$ cat config.mk
export PLATFORM = sky130hd
export DESIGN_NAME = branch_lut_combiner
export DESIGN_NICKNAME = d
export VERILOG_FILES = /design/src/rtl/bcc_pkg.sv /design/src/rtl/bcc_ctrl.sv /design/src/rtl/bcc_datapath.sv /design/src/rtl/branch_lut_combiner.sv
export SDC_FILE = /design/constraint.sdc
export NUM_CORES = 1
export LEC_CHECK = 0
export BUFFER_PORTS_ARGS = -buffer_cell sky130_fd_sc_hd__buf_2
export CORE_AREA = 5 5 42 44
export CTS_CLUSTER_SIZE = 25
export DETAILED_ROUTE_END_ITERATION = 8
export DIE_AREA = 0 0 47 49
export GPL_TIMING_DRIVEN = 1
export PLACE_DENSITY = 0.69
export SLEW_MARGIN = 25
export SYNTH_ARGS = -nofsm -noshare
export SYNTH_HDL_FRONTEND = slang
export SYNTH_SLANG_ARGS = --single-unit
$ cat constraint.sdc
create_clock -name clk -period 2.9 [get_ports clk]
set_clock_uncertainty 0.15 [all_clocks]
set_input_delay 0.29 -clock clk [delete_from_list [all_inputs] [get_ports clk]]
set_output_delay 0.29 -clock clk [all_outputs]
set_load 0.01 [all_outputs]
$ cat src/rtl/bcc_pkg.sv
package bcc_pkg;
  localparam int COND_LANES = 4;
  localparam int FIELD_W = 1 << COND_LANES;
  localparam int CODE_W = 2;

  typedef enum logic [1:0] {
    MODE_ONE      = 2'd0,
    MODE_THREE    = 2'd1,
    MODE_FOUR     = 2'd2,
    MODE_FOUR_ALT = 2'd3
  } condMode_e;

  typedef struct packed {
    logic load;
    logic useOne;
    logic useThree;
    logic srcScalar;
  } bccStrobe_t;
endpackage

$ cat src/rtl/bcc_ctrl.sv
module bcc_ctrl
  import bcc_pkg::*;
(
  input  logic       inValid,
  input  logic [1:0] mode,
  input  logic       srcScalar,
  output bccStrobe_t strobe
);
  condMode_e modeSel;

  always_comb begin
    modeSel = condMode_e'(mode);
    strobe.load = inValid;
    strobe.useOne = (modeSel == MODE_ONE);
    strobe.useThree = (modeSel == MODE_THREE);
    strobe.srcScalar = srcScalar;
  end
endmodule

$ cat src/rtl/bcc_datapath.sv
module bcc_datapath
  import bcc_pkg::*;
(
  input  logic                  clk,
  input  logic                  rst,
  input  bccStrobe_t            strobe,
  input  logic [COND_LANES-1:0] condLanes,
  input  logic [FIELD_W-1:0]    funcField,
  output logic                  outValid,
  output logic                  taken,
  output logic                  reservedCode
);
  localparam int IDX_W = COND_LANES;
  localparam int LANE_X = 0;
  localparam int LANE_Y = 1;
  localparam int LANE_Z = 2;
  localparam int LANE_W = COND_LANES - 1;

  logic [IDX_W-1:0]  idxFour;
  logic [IDX_W-1:0]  idxThree;
  logic [IDX_W-1:0]  idxWide;
  logic [CODE_W-1:0] oneCode;
  logic              oneCond;
  logic              oneTaken;
  logic              wideTaken;
  logic              nextTaken;
  logic              isReserved;

  always_comb begin
    idxFour  = {condLanes[LANE_X], condLanes[LANE_Z], condLanes[LANE_W], condLanes[LANE_Y]};
    idxThree = {1'b0, condLanes[LANE_X], condLanes[LANE_Z], condLanes[LANE_Y]};
    idxWide  = strobe.useThree ? idxThree : idxFour;
    wideTaken = funcField[idxWide];
    oneCode = funcField[CODE_W-1:0];
    oneCond = strobe.srcScalar ? condLanes[LANE_W] : condLanes[LANE_X];
    oneTaken = oneCode[oneCond];
    isReserved = strobe.useOne && (oneCode == '0);
    nextTaken = strobe.useOne ? oneTaken : wideTaken;
  end

  always_ff @(posedge clk) begin
    if (rst) begin
      outValid <= 1'b0;
      taken <= 1'b0;
      reservedCode <= 1'b0;
    end else begin
      outValid <= strobe.load;
      reservedCode <= strobe.load && isReserved;
      if (strobe.load) taken <= nextTaken;
    end
  end
endmodule

$ cat src/rtl/branch_lut_combiner.sv
module branch_lut_combiner
  import bcc_pkg::*;
(
  input  logic        clk,
  input  logic        rst,
  input  logic        inValid,
  input  logic [1:0]  mode,
  input  logic        srcScalar,
  input  logic [3:0]  condLanes,
  input  logic [15:0] funcField,
  output logic        outValid,
  output logic        taken,
  output logic        reservedCode
);
  bccStrobe_t strobe;

  bcc_ctrl u_ctrl (
    .inValid(inValid),
    .mode(mode),
    .srcScalar(srcScalar),
    .strobe(strobe)
  );

  bcc_datapath u_dp (
    .clk(clk),
    .rst(rst),
    .strobe(strobe),
    .condLanes(condLanes),
    .funcField(funcField),
    .outValid(outValid),
    .taken(taken),
    .reservedCode(reservedCode)
  );
endmodule

# After elaboration in Yosys (flattened, before gate mapping)
# Cells that the tools add are included.
# Widths: inputs -> output; s select.
# classes
order_cmp,2
n_eq_ne,1
n_mux,7
reduce_logical,4
# op_table
op,n
$lt 4x5->1 const B,1
$mux 1,5
$bmux 1 s4,1
$logic_not 2->1,2
$mux 4,1
$eq 2x1->1 const B,1
$logic_and 1x1->1,2
$lt 1x2->1 const B,1
# word_totals
ff_bits,3
in_bits,26
out_inout_bits,3
elab_cells,17

# Logic depth before layout (Yosys ltp)
# Gate-level depths: netlist of run 1.
# depth
ltp_word,5
ltp_mapped,6
mapped_depth_nobuf,5

# Hierarchy
# Synthesis of run 1 repeated with hierarchy kept, for this count alone.
# hier_totals
cells_unflattened,38
hier_area_um2,372.9
# modules_own_cells
mod,instances,cells_each,area_each_um2,seq_area_each_um2
bcc_datapath,1,34,345.3,60.1
bcc_ctrl,1,4,27.5,0.0

# Worst setup path after synthesis of run 1
# No wires, ideal clock.
# synth_path
path_kind,input to register
startpoint,input condLanes[3]
endpoint,register u_dp.taken
setup_ps,126
arrival_ps,1261
required_ps,2624
path_slack_ps,1363
path_stages,6
n_path_buf,1
cell_sequence,buf_2 -> mux2i_1 -> nor3b_1 -> or3_1 -> a31oi_1 -> o32ai_1
# synth_via
elab_chain_len,4
word_cells_on_any_way,7
cone_classes,mux: 7
# synth_lines
element,line,rtl
from (decl),branch_lut_combiner.sv:9,"input logic [3:0] condLanes,"
$mux 4 or $mux 1 (tied branches),"bcc_datapath.sv:32, bcc_datapath.sv:35",
$bmux 1 s4 or $mux 1 (tied branches),"bcc_datapath.sv:33, bcc_datapath.sv:36",
$mux 1 (on tied branches),"bcc_datapath.sv:33, bcc_datapath.sv:36",
$mux 1 *,bcc_datapath.sv:38,nextTaken = strobe.useOne ? oneTaken : wideTaken;
to (signal assigned),bcc_datapath.sv:49,if (strobe.load) taken <= nextTaken;
to (decl),bcc_datapath.sv:10,"output logic taken,"
# Every way passes the cells marked *; elsewhere a longest branch is shown, timed or not. The select of a mux whose other input is x is not followed.
# A chain may end at the register's enable or synchronous reset.

# Final worst setup path of run 1
# layout_path
startpoint,input condLanes[1]
endpoint,register u_dp.taken
# layout_via
elab_chain_len,4
# layout_lines
element,line,rtl
$mux 4,bcc_datapath.sv:32,idxWide = strobe.useThree ? idxThree : idxFour;
$bmux 1 s4,bcc_datapath.sv:33,wideTaken = funcField[idxWide];
$mux 1 (implied by the code),bcc_datapath.sv:33,
$mux 1,bcc_datapath.sv:38,
# Every way passes these cells. The select of a mux whose other input is x is not followed.

==> qor.txt, run 1 <==
post-route cell area = 559 um^2
DR iter-0 viols = 12
register bit total from synthesis = 3
Vias = 425
Avg Cell Area, Syn = 9.73 um^2
CTS resizes = 0
vias in the first global route = 418
Cells after Synth = 40
DP Worst Slack = 1.13 ns
Die X = 47 um
Area Overhead vs Synth = 43.7%
period utilization = 51.7%
# rows = 14
Core Area = 0.00140 mm^2
Overflow after GRT = 0
Worst setup EP type = flop
Worst Reg-to-Reg Cells = 3
max-cap check violation count = 0
worst flop-to-flop path endpoint = u_dp.taken
type of the worst min-delay path = in -> reg
Cell Area, Synth = 389 um^2
Yosys warnings = 0
total track usage = 9.94%
vias per inst = 4.94
CP Data Arrival Time = 1.46 ns
port bufs = 28
DR WL/cell = 12.4 um
reg-to-reg startpoint = u_dp.taken
synth unique cells = 28
CTS Buffer Depth = 2
Final GP Congestion = 0.701
total power = 180 uW
CTS Hold Bufs = 0
CTS Buf Count = 3
first-pass GRT wire length = 1610 um
Data required, critical path = 2.86 ns
drt total wl = 1060 um
CTS sink cnt = 3
Synth area leaders = dfxtp_1, mux2i_1, mux2_2, mux4_1, nor3b_1
end-of-flow core utilization = 39.9%
Antenna Nets Post-Route = 0
Max H-tree Level = 1
RSZ-0062 raised after global routing = false
slew margin rel. = 71.6%
Worst-path clk slew = 0.04 ns
final setup fails = 0
Slew Limit Fails = 0
result of the run = finished clean
Period minus WS final = 1.50 ns
power per cell area = 322 mW/mm^2
sequential area share after synthesis = 15.4%
setup slack, reg-to-reg = 1.94 ns
Starting Density = 27.8%
syn_nets = 66
Setup Fix Bufs, Post-CTS = 0
io pins = 29
Final #Nets = 97
area post-placement = 533 um^2
Clock Latency Late Sink = 0.24 ns
Leakage = 0.268 nW
Worst Setup Path Type = in -> reg
setup TNS = 0 ns
Synth top area share = 15.4%
n_diodes = 0
Min-Delay Endpoint = u_dp.taken
upper clock frequency limit = 0.667 GHz
worst slew pin tran = 0.416 ns
pin count of the biggest net entering global routing = 12
WHS Path Cells = 2
share of layout cells above drive strength 1 = 54.3%
Synth area leader = dfxtp_1
worst hold start = rst
die area = 0.00230 mm^2
DRT Pass-1 Iters = 4
final worst setup slack = 1.40 ns
CP max FO = 11
Root Driver = clkbuf_4
HPWL after DPL = 880 um
worst-case vdd ir drop = 0.0711 mV
initial antenna violation count = 0
DRC viols = 0
die height = 49 um
CP Launch Type = input port
CTS tree = built
Hold Fails Final Rpt = 0
[metrics by stage]
| step | hold WS [ns] | cells |
|---|---|---|
| after global placement | 0.341 | 82 |
| after detailed placement | 0.347 | 82 |
| after global routing | 0.100 | 86 |
| after floorplan | 0.216 | 40 |
| after CTS | 0.0924 | 86 |
| final | 0.0997 | 86 |
[state kept, by name, summed over array words and instances, names as in the netlist]
| signal | count |
|---|---|
| u_dp.outValid | 1 |
| u_dp.reservedCode | 1 |
| u_dp.taken | 1 |
[per-layer routing]
metal  wire [um]  up-vias  track usage, %
met1         419      186            10.8
met3          85        2            2.21
met2         542       16            15.4
li1            -      221               -
met5           0        -               0
met4          14        0            8.29
[where the power goes]
| part | switching, mW | internal, mW | total, mW |
|---|---|---|---|
| sequential | 0.000975 | 0.0438 | 0.0447 |
| combinational | 0.0258 | 0.0337 | 0.0595 |
| clock | 0.0242 | 0.0517 | 0.0759 |
[cell type report]
cell class / count / area [um^2]
Fill cell: 152 / 842
Multi-Input combinational cell: 34 / 309
Timing Repair Buffer: 28 / 140
Sequential cell: 3 / 60.1
Clock buffer: 4 / 26.3
Tap cell: 16 / 20.0
Inverter: 1 / 3.75
[worst max-delay path: stages]
cell	delay, ns
buf_2	0.20
mux4_1	0.57
nor3b_1	0.19
o21a_1	0.13
o32ai_1	0.08
[cells by family (layout without fill, tap and decap cells)]
group,after synthesis,count (layout),synth area share [%]
buf+inv,3,33,5.14
simple gates,15,15,27.3
mux,10,10,32.5
flops,3,3,15.4
compound gates,9,9,19.6
[synthesized netlist by cell type]
cell type,number
nand2b_4,1
nor4b_1,1
mux2i_1,4
o21a_1,1
inv_1,1
a2111oi_0,1
nor4_1,1
nor3b_1,3
mux4_1,1
o311ai_1,1
a211oi_1,1
or3_1,1
nand2_1,1
a31oi_1,2
nor2b_1,2
buf_2,1
and2b_2,1
mux2_1,1
o31ai_1,1
nand2b_1,2
buf_6,1
nor2_1,1
o32ai_1,1
mux2_2,3
or2b_1,1
dfxtp_1,3
mux2_4,1
a2111oi_2,1
[placed cells by master (no fill, tap or decap)]
cell type and n:
clkbuf_1 1, nor4b_1 1, nor4_1 1, nand2b_4 1, nand2_1 1, nand2b_1 2
a2111oi_0 1, nor3b_1 3, o21a_1 1, mux2_2 3, mux2i_1 4, a31oi_1 2
buf_2 28, and2b_2 1, a211oi_1 1, mux4_1 1, inv_1 1, clkbuf_4 3
nor2b_1 2, nor2_1 1, o31ai_1 1, mux2_4 1, o32ai_1 1, o311ai_1 1
or2b_1 1, dfxtp_1 3, a2111oi_2 1, or3_1 1, mux2_1 1
[worst max-delay path by stage]
stage,from,slack (ns),to,cells past startpoint
3_5_place_dp,condLanes[1],1.13,u_dp.taken,5
4_1_cts,condLanes[1],1.39,u_dp.taken,5
3_3_place_gp,condLanes[0],1.17,u_dp.taken,6
2_1_floorplan,condLanes[3],1.36,u_dp.taken,6
5_1_grt,condLanes[0],1.32,u_dp.taken,6
6_report,condLanes[1],1.40,u_dp.taken,5
Note: power is estimated with default switching activity, not from simulation.
==> run 2, diff against run 1 <==
ABC_AREA = 1   (was default)
PLACE_DENSITY = 0.72   (was 0.69)
clock period = 1.4 ns   (was 2.9 ns; I/O delays follow)
==> qor.txt, run 2 <==
Area Overhead vs Synth = 49.2%
sequential area share after synthesis = 14.4% (-1.0 points)
met2 GRT Util = 14.3% (-1.1 points)
Slew Limit Fails = 0 (unchanged)
Synth area leaders = nand2_1, dfxtp_1, nand3_1, inv_1, nand3_2
CP Data Arrival Time = 1.30 ns (-0.16 ns)
slew margin rel. = 86.5% (+15 points)
Vias = 526 (+24%)
total power = 399 uW (+120%)
Root Driver = clkbuf_4
Die X = 47 um (unchanged)
worst slew pin tran = 0.202 ns (-0.214 ns)
power per cell area = 642 mW/mm^2 (+99%)
Sw Pwr = 131 uW (+160%)
final worst setup slack = 0.0833 ns (-1.32 ns)
Max H-tree Level = 1 (unchanged)
CTS resizes = 0 (unchanged)
switching part of the total = 32.7% (+4.4 points)
CTS Buffer Depth = 2 (unchanged)
final hold slack = 0.0111 ns (-0.0886 ns)
pin count of the biggest net entering global routing = 10 (-2)
CP max FO = 3 (-8)
n_diodes = 0 (unchanged)
Overflow after GRT = 0 (unchanged)
CTS tree = built
share of layout cells above drive strength 1 = 40.9% (-13 points)
first-pass GRT wire length = 1630 um (+1.3%)
vias in the first global route = 456 (+9.1%)
final setup fails = 0 (unchanged)
RSZ-0062 raised after global routing = false
placed cell count = 119 (+45%)
post-route cell area = 622 um^2 (+11%)
Synth async-reset ratio = 0% (unchanged)
most common cell after layout, fill and taps aside = nand2_1
port bufs = 28 (unchanged)
met1 GRT Util = 11.3% (+0.54 points)
sequential power share = 23.0% (-1.8 points)
vias per inst = 4.17 (-16%)
DRT Pass-1 Iters = 1 (-3)
Avg Cell Area, Syn = 5.48 um^2 (-44%)
Yosys warnings = 0 (unchanged)
result of the run = finished clean
DR iter-0 viols = 0 (-12)
total track usage = 9.62% (-0.32 points)
io pins = 29 (unchanged)
setup TNS = 0 ns (unchanged)
internal power = 269 uW (+110%)
Slowest cell on crit path = dlygate4sd3_1
DR WL/cell = 8.44 um (-32%)
Hold Fails Final Rpt = 0 (unchanged)
Setup Fix Bufs, Post-CTS = 0 (unchanged)
met3 global-route usage = 2.58% (+0.37 points)
Final GP Congestion = 0.707 (+0.78%)
Data required, critical path = 1.38 ns (-1.48 ns)
Post-synth EDFFs = 0 (unchanged)
Core Area = 0.00140 mm^2 (unchanged)
# rows = 14 (unchanged)
Synth area leader = nand2_1
Leakage = 0.389 nW (+45%)
Most Crowded Layer GR = met2
DP Worst Slack = 0.166 ns (-0.965 ns)
synth unique cells = 19 (-32%)
DRC viols = 0 (unchanged)
die height = 49 um (unchanged)
CP Launch Type = input port
top-count cell post-synth = nand2_1
Worst-path clk slew = 0.04 ns (about the same)
drt total wl = 1060 um (about the same)
critical path, cell by cell = dlygate4sd3_1, buf_2, inv_1, nand2_1, nand2_1, nand3_1, nand3_1, nand3_2, nand3_2, a21oi_2
ys flop type = dfxtp_1
die area = 0.00230 mm^2 (unchanged)
area post-placement = 566 um^2 (+6.1%)
Comb power frac = 37.5% (+4.5 points)
max-cap check violation count = 0 (unchanged)
most frequent cells in the layout = nand2_1, buf_2, inv_1
Synth top area share = 27.0% (+12 points)
Clock Latency Late Sink = 0.24 ns (about the same)
period utilization = 94.1%
worst-case vdd ir drop = 0.186 mV (+160%)
Cells after Synth = 76 (+90%)
Antenna Nets Post-Route = 0 (unchanged)
register bit total from synthesis = 3 (unchanged)
Final #Nets = 137 (+41%)
max incr delay on CP = 0.53 ns (-0.04 ns)
end-of-flow core utilization = 44.4% (+4.5 points)
syn_nets = 102 (+55%)
HPWL after DPL = 908 um (+3.1%)
type of the worst min-delay path = in -> reg
Cell Area, Synth = 417 um^2 (+7.1%)
Worst Setup Path Type = in -> reg
Period minus WS final = 1.32 ns
CTS Buf Count = 3 (unchanged)
clock power share = 39.5% (-2.7 points)
Starting Density = 29.7% (+2.0 points)
Worst setup EP type = flop
Post-synth top cells = nand2_1, inv_1, nand3_1
initial antenna violation count = 0 (unchanged)
CTS sink cnt = 3 (unchanged)
Regs by FF count = u_dp.outValid x1, u_dp.reservedCode x1, u_dp.taken x1
upper clock frequency limit = 0.759 GHz
Final Non-Filler Cells = 126 (+47%)
## run 2: changes by cell type after synthesis, sizes merged, moves of 2 or more
cell,change
a2111oi,-2
a21oi,+3
a31oi,-2
inv,+14
mux2,-5
mux2i,-4
nand2,+34
nand2b,-3
nand3,+11
nor2b,-2
nor3b,-3
## run 2: routing by layer
layer	vias up	wire length (um)
met5	-	0
met4	0	25
met3	3	103
met2	24	481
met1	196	452
li1	303	-
## run 2: worst max-delay path: cells and delay by family
family / cells / cell delay [ns]
buf+inv: 3 / 0.70
simple gates: 6 / 0.40
compound gates: 1 / 0.05
## run 2: logic make-up (layout without fill, tap and decap cells)
family	after synthesis	after routing	share of synthesized area (%)
and+or+nand+nor	51	51	58.9
buffers and inverters	16	50	17.4
AOI/OAI and AO/OA	6	6	9.31
DFF	3	3	14.4
## run 2: repair_timing
action,in CTS,in global routing
hold endpoints to repair,2,0
setup endpoints to repair,0,1
hold buffers,3,0
## run 2: cell type report
cell class / count / area [um^2]
fillers: 164 / 779
multi-input cells: 57 / 284
repair buffers: 31 / 170
inverters: 15 / 61.3
flip-flops and latches: 3 / 60.1
clock buffers: 4 / 26.3
well taps: 16 / 20.0
## run 2: power groups by stage
| stage | Sequential [mW] | Clock (mW) | Combinational, mW |
|---|---|---|---|
| 4_1_cts | 0.0918 | 0.163 | 0.152 |
| 3_5_place_dp | 0.0932 | 0 | 0.145 |
| 5_1_grt | 0.0920 | 0.176 | 0.171 |
| 6_report | 0.0917 | 0.158 | 0.150 |
| 2_1_floorplan | 0.0956 | 0 | 0.0887 |
| 3_3_place_gp | 0.0929 | 0 | 0.142 |
## run 2: path summary, 6_finish.rpt
path	start	to	cells past startpoint	slack [ns]
max reg2reg	u_dp.taken	u_dp.taken	2	0.63
min reg2reg	u_dp.taken	u_dp.taken	2	0.38
min	funcField[0]	u_dp.reservedCode	4	0.01
max	funcField[1]	u_dp.taken	10	0.08
==> run 3, diff against run 2 <==
CELL_PAD_IN_SITES_DETAIL_PLACEMENT = 0   (was default)
CELL_PAD_IN_SITES_GLOBAL_PLACEMENT = 1   (was default)
CORE_AREA = default   (was 5 5 42 44)
CORE_MARGIN = 5   (was default)
CORE_UTILIZATION = 23   (was default)
DIE_AREA = default   (was 0 0 47 49)
PLACE_DENSITY = 0.82   (was 0.72)
==> qor.txt, run 3 (synthesis results as in run 2) <==
result of the run = finished clean
max-cap check violation count = 0 (unchanged)
vias in the first global route = 470 (+3.1%)
worst hold start = inValid
Worst-path clk slew = 0.04 ns (about the same)
type of the worst min-delay path = in -> reg
period utilization = 91.2% (-2.9 points)
most frequent cells in the layout = nand2_1, buf_2, inv_1
Regs by FF count = u_dp.outValid x1, u_dp.reservedCode x1, u_dp.taken x1
Hold Fails Final Rpt = 0 (unchanged)
die height = 52.6 um (+7.3%)
reg-to-reg startpoint = u_dp.taken
upper clock frequency limit = 0.783 GHz (+3.1%)
end-of-flow core utilization = 36.4% (-8.0 points)
metal2 WL = 424 um (-12%)
drt total wl = 1080 um (+1.3%)
DRT Pass-1 Iters = 2 (+1)
CTS Buffer Depth = 2 (unchanged)
Worst Setup Path Type = in -> reg
Period minus WS final = 1.28 ns (-0.0399 ns)
vias per inst = 3.92 (-6.2%)
io pins = 29 (unchanged)
CTS sink cnt = 3 (unchanged)
Overflow after GRT = 0 (unchanged)
Post-Route M1 WL = 521 um (+15%)
# rows = 15 (+1)
die area = 0.00276 mm^2 (+20%)
Final #Nets = 135 (-1.5%)
slew margin rel. = 86.6% (+0.10 points)
Max H-tree Level = 1 (unchanged)
HPWL after DPL = 931 um (+2.6%)
initial antenna violation count = 0 (unchanged)
Core Area = 0.00173 mm^2 (+23%)
final setup fails = 0 (unchanged)
worst slew pin tran = 0.200 ns (-0.00153 ns)
port bufs = 28 (unchanged)
CP Launch Type = input port
pin count of the biggest net entering global routing = 10 (unchanged)
Fill cells = 201 (+23%)
Setup Fix Bufs, Post-CTS = 0 (unchanged)
CTS tree = built
CP Launch Point = funcField[1]
most common cell after layout, fill and taps aside = nand2_1
Die X = 52.6 um (+12%)
Root Driver = clkbuf_4
Starting Density = 24.1% (-5.6 points)
CP max FO = 3 (unchanged)
Vias = 521 (-0.95%)
worst-case vdd ir drop = 0.233 mV (+25%)
Leakage = 0.386 nW (-0.99%)
Worst setup EP type = flop
n_diodes = 0 (unchanged)
Area Overhead vs Synth = 50.8%
CP Data Arrival Time = 1.25 ns (-0.05 ns)
power per cell area = 628 mW/mm^2 (-2.1%)
metal3 WL = 105 um (+1.9%)
DR WL/cell = 8.11 um (-4.0%)
Clock Latency Late Sink = 0.23 ns (about the same)
RSZ-0062 raised after global routing = false
Final GP Congestion = 0.767 (+8.5%)
Antenna Nets Post-Route = 0 (unchanged)
Slew Limit Fails = 0 (unchanged)
DR iter-0 viols = 5 (+5)
DRC viols = 0 (unchanged)
uppermost layer routed = met4
Final Non-Filler Cells = 133 (+5.6%)
share of layout cells above drive strength 1 = 42.6% (+1.7 points)
first-pass GRT wire length = 1750 um (+7.6%)
setup TNS = 0 ns (unchanged)
CTS Buf Count = 3 (unchanged)
total track usage = 8.51% (-1.1 points)
placed cell count = 128 (+7.6%)
Data required, critical path = 1.37 ns (about the same)
-- run 3: changes by cell type in the layout (fill, tap and decap cells not counted) --
cell / previous run / this run
nand3_2: 3 / 5
buf_2: 28 / 27
dlygate4sd3_1: 3 / 2
nand3_1: 8 / 6
-- run 3: layout make-up --
type | count | area, um^2 | share of cell area, %
timing repair buffer | 29 | 155 | 24.7
multi-input combinational | 57 | 294 | 46.8
sequential | 3 | 60.1 | 9.56
clock buffer | 4 | 26.3 | 4.18
inverter | 15 | 61.3 | 9.76
tap | 25 | 31.3 | 4.98
-- run 3: power by group --
group	leakage [nW]	internal (mW)	switching (mW)	total, mW
Clock	0.0150	0.107	0.0455	0.152
Combinational	0.346	0.0696	0.0809	0.151
Sequential	0.0247	0.0904	0.00134	0.0917
Total	0.386	0.267	0.128	0.395
-- run 3: per-layer routing --
layer / vias to the layer above / GRT usage, %
li1: 296 / -
met1: 198 / 9.80
met2: 23 / 13.2
met3: 4 / 2.28
met4: 0 / 6.38
met5: - / 0
-- run 3: path summary, 6_finish.rpt --
| path | to | slack, ns | depth (start not counted) |
|---|---|---|---|
| max | u_dp.taken | 0.12 | 9 |
| min | u_dp.outValid | 0.002 | 3 |
| max reg2reg | u_dp.taken | 0.64 | 2 |
| min reg2reg | u_dp.taken | 0.37 | 2 |
-- run 3: what timing repair did --
action	CTS	global route
hold buffers	2	0
endpoints found under the setup margin	0	1
endpoints found under the hold margin	2	0
gates resized for setup	0	2
-- run 3: critical path, cell delays in order --
cell and delay, ns:
dlygate4sd3_1 0.57, inv_1 0.07, nand2_1 0.04, nand2_1 0.08
nand3_2 0.07, nand3_2 0.08, nand3_2 0.08, nand3_2 0.08
a21oi_2 0.04
-- run 3: through the flow --
stage	hold slack (ns)	total power, mW	area, um^2	setup WS (ns)
2_1_floorplan	0.0666	0.184	417	0.347
3_3_place_gp	0.181	0.237	577	0.211
3_5_place_dp	0.182	0.238	577	0.182
4_1_cts	0.000131	0.401	623	0.0316
5_1_grt	0.0210	0.431	628	0.0335
6_report	0.00214	0.395	628	0.123
